==> config.mk <==
export PLATFORM = sky130hd
export DESIGN_NAME = prio_intc
export DESIGN_NICKNAME = d
export VERILOG_FILES = /design/src/rtl/prio_intc.sv
export SDC_FILE = /design/constraint.sdc
export NUM_CORES = 2
export LEC_CHECK = 0
export ABC_AREA = 1
export BUFFER_PORTS_ARGS = -buffer_cell sky130_fd_sc_hd__buf_4
export CAP_MARGIN = 20
export CORE_AREA = 2 2 258 260
export CTS_CLUSTER_DIAMETER = 100
export DETAILED_ROUTE_END_ITERATION = 16
export DIE_AREA = 0 0 260 262
export PLACE_DENSITY = 0.66
export SLEW_MARGIN = 20
export SYNTH_ARGS = -nofsm -noshare
export SYNTH_HDL_FRONTEND = slang
export SYNTH_SLANG_ARGS = --single-unit
export TNS_END_PERCENT = 100
==> constraint.sdc <==
create_clock -name clk -period 44 [get_ports clk]
set_input_delay 4.4 -clock clk [delete_from_list [all_inputs] [get_ports clk]]
set_output_delay 4.4 -clock clk [all_outputs]
set_load 0.05 [all_outputs]
==> src/rtl/prio_intc.sv <==
module prio_intc #(
  parameter int NSRC = 32,
  parameter int AW   = 8,
  parameter int DW   = 32
) (
  input  logic            clk,
  input  logic            rst_n,
  input  logic [NSRC-1:0] src_n,
  input  logic            wr_en,
  input  logic            rd_en,
  input  logic [AW-1:0]   addr,
  input  logic [DW-1:0]   wdata,
  output logic [DW-1:0]   rdata,
  output logic            irq_out,
  output logic            fiq_out
);
  localparam int CW = $clog2(NSRC);
  localparam logic [AW-1:0] A_PEND  = AW'(8'h00);
  localparam logic [AW-1:0] A_ICODE = AW'(8'h04);
  localparam logic [AW-1:0] A_FCODE = AW'(8'h08);
  localparam logic [AW-1:0] A_CTRL  = AW'(8'h0C);
  localparam logic [AW-1:0] A_SWSET = AW'(8'h10);
  localparam logic [AW-1:0] A_LVL   = AW'(8'h20);
  localparam logic [AW:0]   A_LEND  = (AW+1)'(32 + 4*NSRC);

  logic [NSRC-1:0] s1, s2, s3, pend, active, sense, route, fall, sw, pend_clr;
  logic [6:0]      lvl [NSRC];
  logic [CW-1:0]   irq_code, fiq_code, irq_win, fiq_win;
  logic [4:0]      irq_best, fiq_best;
  logic            irq_hit, fiq_hit;
  logic [DW-1:0]   rd_mux;

  wire            lvl_sel = ({1'b0, addr} >= {1'b0, A_LVL}) && ({1'b0, addr} < A_LEND);
  wire [AW-1:0]   lvl_off = addr - A_LVL;
  wire [CW-1:0]   lvl_idx = lvl_off[CW+1:2];
  wire            irq_ack = wr_en && addr == A_CTRL && wdata[0];
  wire            fiq_ack = wr_en && addr == A_CTRL && wdata[1];
  wire            irq_rd  = rd_en && addr == A_ICODE && irq_out;
  wire            fiq_rd  = rd_en && addr == A_FCODE && fiq_out;

  assign fall   = s3 & ~s2;
  assign sw     = (wr_en && addr == A_SWSET) ? wdata[NSRC-1:0] : '0;
  assign active = (pend & ~sense) | (~s2 & sense);

  always_comb begin
    for (int i = 0; i < NSRC; i++) begin
      sense[i] = lvl[i][1];
      route[i] = lvl[i][0];
    end
  end

  always_comb begin
    irq_hit = 1'b0; irq_win = '0; irq_best = '0;
    fiq_hit = 1'b0; fiq_win = '0; fiq_best = '0;
    for (int i = 0; i < NSRC; i++) begin
      if (active[i] && !route[i] && (!irq_hit || lvl[i][6:2] < irq_best)) begin
        irq_hit = 1'b1; irq_win = CW'(i); irq_best = lvl[i][6:2];
      end
      if (active[i] && route[i] && (!fiq_hit || lvl[i][6:2] < fiq_best)) begin
        fiq_hit = 1'b1; fiq_win = CW'(i); fiq_best = lvl[i][6:2];
      end
    end
  end

  always_comb begin
    pend_clr = '0;
    if (irq_rd && !sense[irq_code]) pend_clr[irq_code] = 1'b1;
    if (fiq_rd && !sense[fiq_code]) pend_clr[fiq_code] = 1'b1;
  end

  always_comb begin
    rd_mux = '0;
    if (addr == A_PEND)       rd_mux = DW'(active);
    else if (addr == A_ICODE) rd_mux = DW'(irq_code);
    else if (addr == A_FCODE) rd_mux = DW'(fiq_code);
    else if (lvl_sel)         rd_mux = DW'(lvl[lvl_idx]);
  end

  always_ff @(posedge clk or negedge rst_n) begin
    if (!rst_n) begin
      s1 <= '1; s2 <= '1; s3 <= '1;
      pend <= '0;
      rdata <= '0;
      irq_out <= 1'b0; irq_code <= '0;
      fiq_out <= 1'b0; fiq_code <= '0;
      for (int i = 0; i < NSRC; i++) lvl[i] <= '0;
    end else begin
      s1 <= src_n; s2 <= s1; s3 <= s2;
      pend <= (pend & ~pend_clr) | ((fall | sw) & ~sense);
      if (rd_en) rdata <= rd_mux;
      if (wr_en && lvl_sel) lvl[lvl_idx] <= wdata[6:0];
      if (irq_ack) begin
        irq_out <= 1'b0; irq_code <= '0;
      end else if (!irq_out && irq_hit) begin
        irq_out <= 1'b1; irq_code <= irq_win;
      end
      if (fiq_ack) begin
        fiq_out <= 1'b0; fiq_code <= '0;
      end else if (!fiq_out && fiq_hit) begin
        fiq_out <= 1'b1; fiq_code <= fiq_win;
      end
    end
  end

  assert_irq_hold_R7: assert property (@(posedge clk) disable iff (!rst_n)
    irq_out && !irq_ack |=> irq_out && $stable(irq_code));
  assert_fiq_hold_R7: assert property (@(posedge clk) disable iff (!rst_n)
    fiq_out && !fiq_ack |=> fiq_out && $stable(fiq_code));
  assert_irq_ack_R8: assert property (@(posedge clk) disable iff (!rst_n)
    irq_ack |=> !irq_out && irq_code == '0);
  assert_fiq_ack_R8: assert property (@(posedge clk) disable iff (!rst_n)
    fiq_ack |=> !fiq_out && fiq_code == '0);
  assert_edge_latch_R3: assert property (@(posedge clk) disable iff (!rst_n)
    |(fall & ~sense) |=> ($past(fall & ~sense) & ~pend) == '0);
endmodule

==> out/metrics.yaml <==
status:
  status: "completed"
worst_setup_path:
  r2r_setup_slack_ns: 4.92
  reg2regPathDepth: 262
  crit_type: "reg2reg"
  start_kind: "flop"
  crit_path_frequent_cell: "nand2_1"
  critPathSlowestCell: "dfrtp_1"
  r2r_start: "lvl[218]"
  cp_slowest_stage_delay_ns: 0.43
  cp.required_ns: 44.57
  cp_data_arrival_time_ns: 39.66
  regToRegEndpoint: "fiq_code[0]"
  crit_end: "fiq_code[0]"
  critPathLaunch: "lvl[218]"
  cp-end-kind: "flop"
  cp_max_fo: 13
job:
  cap_violations: 0
synth:
  synth_enable_flop_cells: 0
  synthesis.nets: 4852
  synth-main-ff-cell: "dfrtp_1"
  postSynthAreaPerCell_sq_um: 6.98
  synthArstFlopShare_pct: 100
  yosys_warnings: 0
  postSynthCellCount: 4620
  yosysSeqAreaShare_pct: 31.1
  yosysUniqueCellTypes: 53
  ys_seq_elements: 396
  synth_area_sq_mm: 0.0323
global_route:
  grt_remaining_overflow: 0
  first_global_vias: 28900
  grt_max_degree: 112
  track_usage_pct: 32.0
  antenna_found_initial: 1
  grt_pass1_wl_mm: 169
finish:
  fillers: 6470
  nets: 4869
  area_growth_syn_to_layout_pct: 8.23
  fin_cells: 5541
  drive_above_1_share_pct: 15.5
  multiInputGateArea_sq_mm: 0.0187
  fin_area_sq_mm: 0.0349
  regArea_sq_mm: 0.0100
  diodes: 0
sta:
  finalClockSkew_ns: 0.0479
  fmax_mhz: 25.6
  rsz0062_at_grt: "false"
  hold_viol_final: 0
  setup_viol: 0
  period_share_pct: 88.8
  tightest_slew_ns: 1.14
  period_needed_ns: 39.08
  setup_tns_ns: 0
  slew_viol_final: 0
  slew-limit-headroom_pct: 23.5
routing:
  num_vias: 31100
  drt.antenna.violating_nets: 0
  wl_per_cell_microns: 19.7
  vias_per_cell: 5.61
  drc_errors: 0
  drt_wl_total_mm: 109
  drt-initial-drc-count: 2935
  dr.pass1.iters: 6
clock_tree:
  cts_resized: 0
  ctsHoldBuffers: 0
  clkTransAtPathRegs_ns: 0.06
  cts_tree: "yes"
  clock_path_buffers: 3
  cts.sinks: 396
  cts_setup_buffers: 0
  clk_latency_ns: 0.63
  clock-root-buffer: "clkbuf_16"
  cts_max_level: 2
  cts_inserted_buffers: 48
floorplan:
  initial_core_util_pct: 49.4
  die_w_microns: 260
  dieHeight_microns: 262
  ios: 110
  core_sq_mm: 0.0653
  rows: 94
  die_area_sq_mm: 0.0681
placed_design:
  dp_hpwl_mm: 82.1
  place_congestion: 1.00
  port-buffer-count: 109
  dp_cells: 5451
  place_area_sq_mm: 0.0332
worst_hold_path:
  min-delay-path-class: "reg2reg"
## through the flow
step / util, % / hold WS, ns / setup WS [ns]
2_1_floorplan: - / 0.345 / 10.68
5_1_grt: 53.5 / 0.350 / 0.692
3_5_place_dp: 50.8 / 0.347 / 5.43
6_report: 53.5 / 0.348 / 4.92
3_3_place_gp: 50.8 / 0.345 / 5.57
4_1_cts: 53.5 / 0.347 / 5.35
## state kept, by name, summed over array words and instances (netlist names)
signal,count
fiq_code,5
fiq_out,1
irq_code,5
irq_out,1
lvl,224
pend,32
rdata,32
s1,32
s2,32
s3,32
## kinds of logic after synthesis
kind of cell,after synthesis,synth area share [%]
DFF,396,31.1
and+or+nand+nor,2449,36.1
adders and majority gates,156,6.05
buffers and inverters,789,11.2
AOI/OAI and AO/OA,830,15.6
## layout make-up
class	count	share of cell area, %
multi-input cells	3435	53.4
flip-flops and latches	396	28.7
inverters	612	6.58
clock buffers	65	4.07
repair buffers	144	3.12
well taps	864	3.10
clock inverters	25	0.985
## worst max-delay path: cells and delay by family (launching register included)
family	cells	cell delay, ns
AO/OA/AOI/OAI	56	12.75
buffers and inverters	19	1.21
AND/OR/NAND/NOR	156	15.14
flip-flops	1	0.43
adder cells (fa/ha/maj)	31	9.50
## layer usage
metal	global-route usage (%)	routed length, microns	part of all wire [%]
met1	46.2	49700	45
met2	48.4	46400	42
met3	6.35	10200	9.3
met4	9.43	3170	2.9
met5	0	13	0.012
## cells in the final DEF (no fill, tap or decap), types with 4 or more instances in the layout
cell and count:
a22oi_1 25, nand2_1 1287, o22ai_1 64, a211oi_1 13, inv_1 592, o211ai_1 44
clkbuf_8 7, dfrtp_1 300, a31oi_1 6, a21oi_1 40, o21a_1 5, nand3_1 465
nor2_2 27, nor2_1 258, buf_4 143, nor2_4 8, inv_8 5, a221oi_1 18
nand4_1 17, nor3_1 21, o21ai_1 16, a32o_1 15, nand3_2 91, inv_2 5
ha_1 156, o21ai_0 430, o31ai_1 25, clkinv_1 14, o221ai_1 9, clkbuf_16 52
clkbuf_1 6, dfstp_2 96, bufinv_16 4, o2111ai_1 19, nand2_4 87, o21bai_1 89
inv_6 6, nand2_2 179
## Yosys cell counts, types with 13 or more instances
master,n,area share [%]
o21ai_1,14,0.22
o31ai_1,25,0.58
nand3_1,465,7.2
a211oi_1,13,0.30
clkinv_1,15,0.17
nand2_1,1288,15
o2111ai_1,19,0.52
dfrtp_1,300,23
o22ai_1,64,1.2
nor2_2,23,0.45
o21ai_0,432,6.7
ha_1,156,6.0
nor2_1,264,3.1
a32o_1,15,0.47
buf_6,43,1.5
a22oi_1,25,0.58
nand4_1,17,0.33
o211ai_1,44,1.0
inv_1,592,6.9
nand3_2,91,2.8
nand2_2,178,3.5
nand2_4,87,3.0
a221oi_1,18,0.49
a21oi_1,40,0.62
o21bai_1,89,2.1
dfstp_2,96,7.8
clkbuf_1,94,1.1
nor3_1,21,0.33
## how the worst min path moves through the flow
stage	depth (start not counted)	to	slack (ns)	startpoint
floorplan	0	s2[0]	0.35	s1[0]
global placement	0	s2[23]	0.35	s1[23]
detailed placement	0	s2[0]	0.35	s1[0]
CTS	0	s2[16]	0.35	s1[16]
global route	0	s2[16]	0.35	s1[16]
finish	0	s2[16]	0.35	s1[16]
Power is not shown: default switching activity piles up to over one toggle a cycle in this logic, so the estimate is an artifact.
